### config.mk
export PLATFORM = sky130hd
export DESIGN_NAME = iq_reuse_scanner
export DESIGN_NICKNAME = d
export VERILOG_FILES = /design/src/rtl/iq_reuse_scanner.sv
export SDC_FILE = /design/constraint.sdc
export NUM_CORES = 1
export LEC_CHECK = 0
export ABC_AREA = 1
export ABC_CLOCK_PERIOD_IN_PS = 4600
export BUFFER_PORTS_ARGS = -buffer_cell sky130_fd_sc_hd__buf_2
export CAP_MARGIN = 30
export CORE_AREA = 3 3 233 235
export CTS_CLUSTER_DIAMETER = 80
export DETAILED_ROUTE_END_ITERATION = 10
export DIE_AREA = 0 0 236 238
export GPL_ROUTABILITY_DRIVEN = 0
export SLEW_MARGIN = 20
export SYNTH_ARGS = -nofsm -noshare
export SYNTH_HDL_FRONTEND = slang
export SYNTH_SLANG_ARGS = --single-unit
### constraint.sdc
create_clock -name clk -period 4.6 [get_ports clk]
set_input_delay 0.46 -clock clk [delete_from_list [all_inputs] [get_ports clk]]
set_output_delay 0.46 -clock clk [all_outputs]
set_load 0.005 [all_outputs]
### src/rtl/iq_reuse_scanner.sv
module iq_reuse_scanner #(
  parameter int DEPTH = 16,
  parameter int N     = 4,
  parameter int RW    = 5,
  parameter int TW    = 7,
  localparam int IW   = $clog2(DEPTH),
  localparam int LW   = 3 * RW,
  localparam int SW   = 3 * TW
) (
  input  logic                 clk,
  input  logic                 rst_n,
  input  logic                 reuse_en,
  input  logic                 abort,
  input  logic [IW-1:0]        region_first,
  input  logic [IW-1:0]        region_last,
  input  logic [DEPTH-1:0]     entry_issued,
  input  logic [DEPTH*LW-1:0]  entry_lregs,
  input  logic [DEPTH-1:0]     entry_br,
  input  logic [DEPTH-1:0]     entry_taken,
  output logic [N-1:0]         rn_valid,
  output logic [N*IW-1:0]      rn_idx,
  output logic [N*LW-1:0]      rn_lregs,
  output logic [N-1:0]         rn_is_br,
  output logic [N-1:0]         rn_pred_taken,
  output logic [DEPTH-1:0]     clr_issued,
  output logic [IW-1:0]        ptr,
  input  logic [N-1:0]         rt_valid,
  input  logic [N*SW-1:0]      rt_tags,
  output logic [N-1:0]         wb_valid,
  output logic [N*IW-1:0]      wb_idx,
  output logic [N*SW-1:0]      wb_tags
);

  logic [IW-1:0]   ptr_q;
  logic [IW:0]     region_len, offset, remain;
  logic [N-1:0]    in_reg, ready_k;
  logic [IW-1:0]   idx [N];
  logic            wrap, go;
  logic [N-1:0]    held_mask;
  logic [N*IW-1:0] held_idx;

  assign region_len = {1'b0, IW'(region_last - region_first)} + 1'b1;
  assign offset     = {1'b0, IW'(ptr_q - region_first)};
  assign remain     = region_len - offset;
  assign wrap       = remain <= (IW+1)'(N);
  assign go         = reuse_en & ~abort & (&ready_k);
  assign rn_valid   = go ? in_reg : '0;
  assign ptr        = ptr_q;

  for (genvar k = 0; k < N; k++) begin : g_slot
    assign idx[k]       = ptr_q + IW'(k);
    assign in_reg[k]    = remain > (IW+1)'(k);
    assign ready_k[k]   = ~in_reg[k] | entry_issued[idx[k]];
    assign rn_idx[k*IW +: IW]   = idx[k];
    assign rn_lregs[k*LW +: LW] = entry_lregs[int'(idx[k])*LW +: LW];
    assign rn_is_br[k]          = entry_br[idx[k]];
    assign rn_pred_taken[k]     = entry_br[idx[k]] & entry_taken[idx[k]];

    a_r1_sent_only_issued: assert property (@(posedge clk) disable iff (!rst_n)
      rn_valid[k] |-> entry_issued[idx[k]]);
    a_r6_wb_follows_send: assert property (@(posedge clk) disable iff (!rst_n)
      wb_valid[k] |-> $past(rn_valid[k]));
  end

  always_comb begin
    clr_issued = '0;
    for (int k = 0; k < N; k++)
      if (rn_valid[k]) clr_issued[idx[k]] = 1'b1;
  end

  always_ff @(posedge clk) begin
    if (!rst_n) begin
      ptr_q     <= '0;
      held_mask <= '0;
      held_idx  <= '0;
    end else begin
      if (!reuse_en || abort) ptr_q <= region_first;
      else if (go)            ptr_q <= wrap ? region_first : ptr_q + IW'(N);
      held_mask <= rn_valid;
      held_idx  <= rn_idx;
    end
  end

  assign wb_valid = held_mask & rt_valid & {N{~abort}};
  assign wb_idx   = held_idx;
  assign wb_tags  = rt_tags;

  a_r2_advance_by_n: assert property (@(posedge clk) disable iff (!rst_n)
    (go && !wrap) |=> ptr_q == $past(ptr_q) + IW'(N));
  a_r3_wrap_to_first: assert property (@(posedge clk) disable iff (!rst_n)
    (go && wrap) |=> ptr_q == $past(region_first));
  a_r3_mask_contiguous: assert property (@(posedge clk) disable iff (!rst_n)
    ((rn_valid + 1'b1) & rn_valid) == '0);
  a_r4_clear_count: assert property (@(posedge clk) disable iff (!rst_n)
    $countones(clr_issued) == $countones(rn_valid));
  a_r7_abort_silent: assert property (@(posedge clk) disable iff (!rst_n)
    abort |-> (rn_valid == '0 && wb_valid == '0));
  a_r7_park_pointer: assert property (@(posedge clk) disable iff (!rst_n)
    (!reuse_en || abort) |=> ptr_q == $past(region_first));
  a_r8_idle_silent: assert property (@(posedge clk) disable iff (!rst_n)
    !reuse_en |-> rn_valid == '0);

endmodule

# ---- After elaboration in Yosys (flattened, before gate mapping)
# Cells that the tools add are included.
dict set report op_classes {
  n_bitwise 20
  n_mux 40
  reduce_logical 8
  n_shift 4
  n_mul 4
  n_addsub 8
  magnitude_cmp 13
}
# op count
set op_table {}
lappend op_table {{240-bit by 9-bit variable part select with 15-bit output} 4}
lappend op_table {{16-bit 2-to-1 mux} 4}
lappend op_table {{1-bit binary-select mux with 4-bit select} 12}
lappend op_table {{16-bit OR} 3}
lappend op_table {{4-bit by 4-bit multiplier with 8-bit output, second input constant} 4}
lappend op_table {{4-bit by 5-bit < comparator with 1-bit output, second input constant} 4}
lappend op_table {{1-bit demux with 4-bit select} 4}
lappend op_table {{4-bit by 1-bit greater-or-equal comparator with 1-bit output, second input constant} 4}
lappend op_table {{1-bit 2-to-1 mux} 16}
lappend op_table {{4-bit 2-to-1 mux} 4}
lappend op_table {{5-bit by 1-bit > comparator with 1-bit output, second input constant} 2}
lappend op_table {{5-bit by 2-bit > comparator with 1-bit output, second input constant} 2}
lappend op_table {{4-bit by 2-bit adder with 4-bit output, second input constant} 2}
lappend op_table {{4-bit AND} 2}
lappend op_table {{4-bit subtractor} 2}
lappend op_table {{1-bit AND} 6}
lappend op_table {{4-bit by 1-bit adder with 5-bit output, second input constant} 1}
lappend op_table {{5-bit by 3-bit less-or-equal comparator with 1-bit output, second input constant} 1}
lappend op_table {{1-bit NOT} 5}
lappend op_table {{5-bit by 4-bit subtractor with 5-bit output} 1}
lappend op_table {{4-bit by 1-bit adder with 4-bit output, second input constant} 1}
lappend op_table {{4-bit by 3-bit adder with 4-bit output, second input constant} 1}
lappend op_table {{1-bit logical AND} 4}
lappend op_table {{1-bit OR} 4}
lappend op_table {{other kinds (4)} 4}
dict set report word_totals {
  inputBits 388
  out_inout_bits 212
  reg_bits 24
}

# ---- Logic depth before layout (Yosys ltp)
dict set report depth {
  depth_word 16
  ltp_mapped 25
  depth_no_buf 22
}

# ---- Worst setup path after synthesis
# Ideal clock, no wire load.
dict set report synth_path {
  path_kind {reg2out}
  start {register ptr_q[1] (netlist: ptr[1])}
  end {output port clr_issued[1]}
  setup_slack_ns -0.228
  stages_incl_launch_ff 24
  arrival_ns 4.368
  required_time_ns 4.140
  cell_sequence {dfxtp_1 -> inv_2 -> buf_2 -> buf_2 -> clkbuf_1 -> buf_1 -> fa_1 -> inv_1 -> ha_1 -> inv_1 -> ha_1 -> inv_1 -> fa_1 -> inv_1 -> nor2_1 -> nand3_2 -> nand3_1 -> nand2_2 -> nor2_8 -> nand3_4 -> inv_2 -> buf_6 -> nand4_1 -> nand3_1}
}
# element line
set synth_lines {}
lappend synth_lines {{start, declared} 34} ;# logic [IW-1:0] ptr_q;
lappend synth_lines {{start signal, assigned} 77} ;# if (!reuse_en || abort) ptr_q <= region_first;
lappend synth_lines {{start signal, assigned} 78} ;# else if (go) ptr_q <= wrap ? region_first : ptr_q + IW'(N);
lappend synth_lines {{4-bit by 2-bit adder with 4-bit output (*)} 51} ;# assign idx[k] = ptr_q + IW'(k);
lappend synth_lines {{via rn_idx[9]} 21} ;# output logic [N*IW-1:0] rn_idx,
lappend synth_lines {{1-bit binary-select mux with 4-bit select (*)} 53} ;# assign ready_k[k] = ~in_reg[k] | entry_issued[idx[k]];
lappend synth_lines {{1-bit 2-to-1 mux (not written as such) (*)} 53}
lappend synth_lines {{1-bit OR (*)} 53}
lappend synth_lines {{4-bit AND reduction (*)} 46} ;# assign go = reuse_en & ~abort & (&ready_k);
lappend synth_lines {{1-bit AND (*)} 46}
lappend synth_lines {{4-bit 2-to-1 mux (*)} 47} ;# assign rn_valid = go ? in_reg : '0;
lappend synth_lines {{via rn_valid[1]} 20} ;# output logic [N-1:0] rn_valid,
lappend synth_lines {{16-bit 2-to-1 mux (*)} 68} ;# if (rn_valid[k]) clr_issued[idx[k]] = 1'b1;
lappend synth_lines {{16-bit OR (no source line)} --}
lappend synth_lines {{16-bit 2-to-1 mux (*)} 68}
lappend synth_lines {{16-bit OR (no source line)} --}
lappend synth_lines {{16-bit 2-to-1 mux (*)} 68}
lappend synth_lines {{end, declared} 25} ;# output logic [DEPTH-1:0] clr_issued,
# Mark *: on every way through the listed nets, which the timed path passes. The rest lies on a longest branch. The select of a mux whose other input is x is not followed.

# ---- Worst setup path after layout
dict set report layout_path {
  start {register ptr_q[0] (netlist: ptr[0])}
  end {output port clr_issued[2]}
}
dict set report layout_via {
  elab_chain_cells 15
}
# element line
set layout_rtl {}
lappend layout_rtl {{4-bit subtractor} 43} ;# assign offset = {1'b0, IW'(ptr_q - region_first)};
lappend layout_rtl {{5-bit by 4-bit subtractor with 5-bit output} 44} ;# assign remain = region_len - offset;
lappend layout_rtl {{5-bit by 1-bit > comparator with 1-bit output or 5-bit by 2-bit > comparator with 1-bit output (tied branches)} 52} ;# assign in_reg[k] = remain > (IW+1)'(k);
lappend layout_rtl {{1-bit NOT} 53}
lappend layout_rtl {{1-bit OR} 53}
lappend layout_rtl {{4-bit AND reduction} 46}
lappend layout_rtl {{1-bit AND} 46}
lappend layout_rtl {{4-bit 2-to-1 mux} 47}
lappend layout_rtl {{16-bit 2-to-1 mux} 68}
lappend layout_rtl {{16-bit OR (no source line)} --}
lappend layout_rtl {{16-bit 2-to-1 mux} 68}
lappend layout_rtl {{16-bit OR (no source line)} --}
lappend layout_rtl {{16-bit 2-to-1 mux} 68}
lappend layout_rtl {{16-bit OR (no source line)} --}
lappend layout_rtl {{16-bit 2-to-1 mux (*)} 68}
# Mark *: on every way between the ends. The rest lies on a longest branch, timed or not. The select of a mux whose other input is x is not followed.

==> results.txt <==
The netlist uses 45 different library cells. In this run switching power makes up 63.8% of total power. For the total of warnings raised by yosys, the log shows 0. The placed standard-cell area came out at 12800 um2. For the overall die area, the log shows 56200 um2. TritonCTS built the clock tree. For the switching power total, the log shows 3.80 mW. For the pin with the worst max-slew slack, the measured transition is 0.935 ns. The capturing point of the worst reg2reg path is ptr[1]. The leakage power was 6.36 nW; the number of design-rule violations left by the first detailed-router iteration was 1370. In this run the vertical extent of the chip is 238 um. The path class of the tightest hold or removal check is input port to flop. Clock latency on the worst-skew pair, taken at its later pin, is 0.27 ns. In this run the most critical hold path is launched from region_first[0].

After clock tree synthesis, the clock-pin slew on the worst setup and hold paths is 0.06 ns. Counting every instance in the synthesized netlist gives 1921. The worst pin sits at a relative slew slack of 35.9%.

The library cell used as clock root buffer is clkbuf_16. VDD sags by at most 261 uV. The startpoint of the worst-slack reg-to-reg timing path is ptr[0].

The logs give 3.97 ns for the arrival time at the worst endpoint and 25 for the number of antenna violations at the first check in global routing. The worst endpoint required time was 4.14 ns; the count of pins over their slew limit was 0. After synthesis, the mean cell area works out to 5.60 um2. Cells fill 24.9% of the core in the end. The hold-critical path depth is 3, and the flop and latch count out of synthesis is 22. Summing the areas of all fa, ha and maj instances in the mapped netlist gives 3.12% of the synthesized area.

The clock group share of total power came out at 3.7%. In the routed design, unresolved DRC markers number 0. The cell-internal power was 2.16 mW.

The wire length of the first global-routing pass is 92300 um. The worst-case reg-to-reg path depth came out at 21. The count of buffers inserted at the top-level ports was 431. By area, the combinational part of the netlist is dominated by simple AND/OR/NAND/NOR gates. The share of total power dissipated in sequential elements is 3.9%. The netlist area before placement came out at 10800 um2. The run finished with clean final reports.

For this design the ratio of total power to cell area is 457 nW/um2. For this block, the routed nets add up to 66100 um of wire. The die span in x was 236 um.

The tools report the total I/O pin count as 600. The total overflow left after global routing is 0. The depth of the CTS H-tree was 1. The region available for standard cell placement spans 52400 um2. Buffers inserted to repair hold after CTS numbered 0.

The net count of the finished layout is 2568. The share of the Yosys chip area taken by registers is 4.09%. The tools report the worst clock skew as 0.00593 ns.

The share of the synthesized area in compound gates (AO/OA/AOI/OAI) was 15.8%. The tools report the routed via count as 14600. The synthesized design contains 0 enable-type register cells. The clock period minus worst slack came out at 4.43 ns. The pre-antenna-repair detailed-routing pass consisted of 7 iterations.

Combinational logic burns 92.4% of the power. At the placement stage, the worst setup path has a slack of 0.0742 ns. The tools report the total number of placement rows as 84.

STA classifies the critical path endpoint as an output pin. Number of global-route vias before repair: 13100. The run gives 0.93 ns as the register-to-register path setup slack. The final-report hold violation count was 0. For this configuration, the core starts out at a cell density of 20.5%.

The HPWL after detailed placement is 52300 um. Launching element type of the critical path: a flop. Counting every sink on the clock net gives 22. Entering global routing, the biggest net connects 147 pins.

Counting tap cells, the placed design contains a total of 2832 instances. The finished layout holds 2851 standard cells, fillers aside. Across the run, the number of max-cap violations was 0.

After detailed routing, the number of vias per cell comes to 5.13. Among all flip-flop cells after synthesis, the most frequent one is dfxtp_1. Summing all non-filler instances in the final layout gives an area of 13000 um2. The run gives 0.226 GHz as the highest clock rate.

The clock passes through at most 2 buffers. The tools report the final sum of negative setup slack as 0 ns. After synthesis, the share of flip-flops with an asynchronous set or reset is 0%. Global routing consumed, over all layers together, 22.0% of the routing resources. Summing internal, switching and leakage power gives 5.96 mW. Measured against the total synthesized area, the mux share comes to 19.2%.

In this run the remaining antenna-violating nets after routing total 0. The net count after synthesis is 2334. The tools report the TritonCTS buffer count as 3.

Share of the cycle needed by the critical path after routing: 96.4%. Final hold analysis gives a worst-case slack of 0.480 ns. In the final layout, the share of cells above drive strength 1 is 24.4%. The critical path is of the flop to output pin type.

The area growth from synthesis to layout is 21.2%. In the post-route analysis, the smallest setup slack over all paths is 0.167 ns. Maximum net fanout on the critical path: 8. After Yosys synthesis, and, or, nand and nor cells account for 41.7% of the synthesized area. The xor/xnor cell area share of the yosys netlist was 0.732%; the number of setup violations in the final report was 0. For hold timing, the worst endpoint is ptr[0]. The average detailed-routed wire length per instance was 23.2 um.
Yosys cell counts (3+ instances only):
library cell | instances | share of area, %
nor2_1 | 77 | 2.7
a2111o_1 | 3 | 0.31
a21boi_0 | 3 | 0.21
o21ai_1 | 9 | 0.42
nand4_1 | 32 | 1.9
xor2_1 | 5 | 0.41
nor2_2 | 3 | 0.17
ha_1 | 22 | 2.6
nand3_1 | 217 | 10
mux2i_1 | 206 | 19
a31oi_1 | 84 | 4.9
clkbuf_1 | 81 | 2.8
o22ai_1 | 3 | 0.17
a311oi_1 | 8 | 0.65
o211ai_1 | 48 | 3.3
nand2_1 | 704 | 25
buf_6 | 3 | 0.31
xnor2_1 | 4 | 0.33
buf_1 | 32 | 1.1
o21ai_0 | 82 | 3.8
buf_4 | 107 | 7.5
fa_1 | 3 | 0.56
dfxtp_1 | 22 | 4.1
inv_1 | 63 | 2.2
nor2_4 | 4 | 0.42
a21oi_1 | 31 | 1.4
buf_2 | 26 | 1.2
nand3b_1 | 7 | 0.49
inv_2 | 7 | 0.24
nand2_2 | 5 | 0.29
registers in the layout, summed over array words and instances, names as in the netlist:
name       cells
ptr            4
wb_idx        14
held_mask      4
per-layer routing:
layer | global-route usage (%) | up-vias | share of wire, %
met5 | 0 | - | 0.070
met4 | 10.3 | 6 | 5.3
met3 | 4.30 | 180 | 8.1
met2 | 38.5 | 822 | 48
met1 | 25.8 | 6699 | 38
li1 | - | 6928 | -
area by class of cell:
type	instances	area [um2]
sequential	22	450
timing repair buffer	477	2570
antenna	9	22.5
clock buffer	4	88.8
multi-input combinational	1580	8770
tap	688	861
inverter	71	272
fill	6089	39400
timing repair:
item	CTS	global route
pin swaps	0	6
resized for setup	1	8
setup endpoints to repair	3	17
setup buffers	0	4
cloned	0	1
critical path: stages (launching register included):
cell and delay [ns]:
dfxtp_4 0.36, inv_2 0.04, ha_1 0.20, fa_1 0.48
inv_1 0.04, ha_1 0.28, inv_1 0.06, ha_1 0.15
inv_1 0.05, fa_2 0.53, inv_1 0.06, nor2_4 0.14
nand3_2 0.11, nand3_1 0.15, nand2_4 0.10, nor2_8 0.18
nand3_4 0.13, nor2_4 0.25, nand3_1 0.13, nand3_2 0.12
buf_2 0.12
power by group through the flow:
| stage | combinational, mW | clock (mW) | sequential (mW) |
|---|---|---|---|
| after floorplan | 3.24 | 0 | 0.250 |
| after global placement | 5.34 | 0 | 0.239 |
| after detailed placement | 5.34 | 0 | 0.240 |
| after CTS | 5.36 | 0.224 | 0.236 |
| after global routing | 5.95 | 0.232 | 0.238 |
| final | 5.51 | 0.218 | 0.235 |
worst max path at each step:
| stage | from | endpoint | slack (ns) |
|---|---|---|---|
| after CTS | ptr[0] | clr_issued[7] | 0.09 |
| after global placement | region_first[0] | clr_issued[7] | 0.1 |
| after detailed placement | region_first[0] | clr_issued[7] | 0.07 |
| after floorplan | ptr[0] | clr_issued[1] | 0.005 |
| final | ptr[0] | clr_issued[2] | 0.17 |
| after global routing | ptr[0] | clr_issued[2] | -0.03 |
cells in the final DEF (no fill, tap or decap), types with 18 or more instances in the layout:
| cell type | instances |
|---|---|
| dfxtp_1 | 18 |
| a21oi_1 | 31 |
| buf_4 | 41 |
| mux2i_1 | 206 |
| ha_1 | 21 |
| o211ai_1 | 48 |
| nand4_1 | 32 |
| nor2_1 | 73 |
| o21ai_0 | 82 |
| inv_1 | 63 |
| a31oi_1 | 84 |
| buf_2 | 431 |
| nand3_1 | 213 |
| nand2_1 | 703 |
cell families (layout without fill, tap and decap cells):
kind of cell / Yosys count / count (layout)
compound gates: 277 / 277
xor+xnor: 9 / 9
fa+ha+maj: 25 / 25
buf+inv: 320 / 552
flops: 22 / 22
mux: 206 / 206
other cells: 0 / 9
simple gates: 1062 / 1063
No activity file was read; power rests on OpenSTA's default activity.
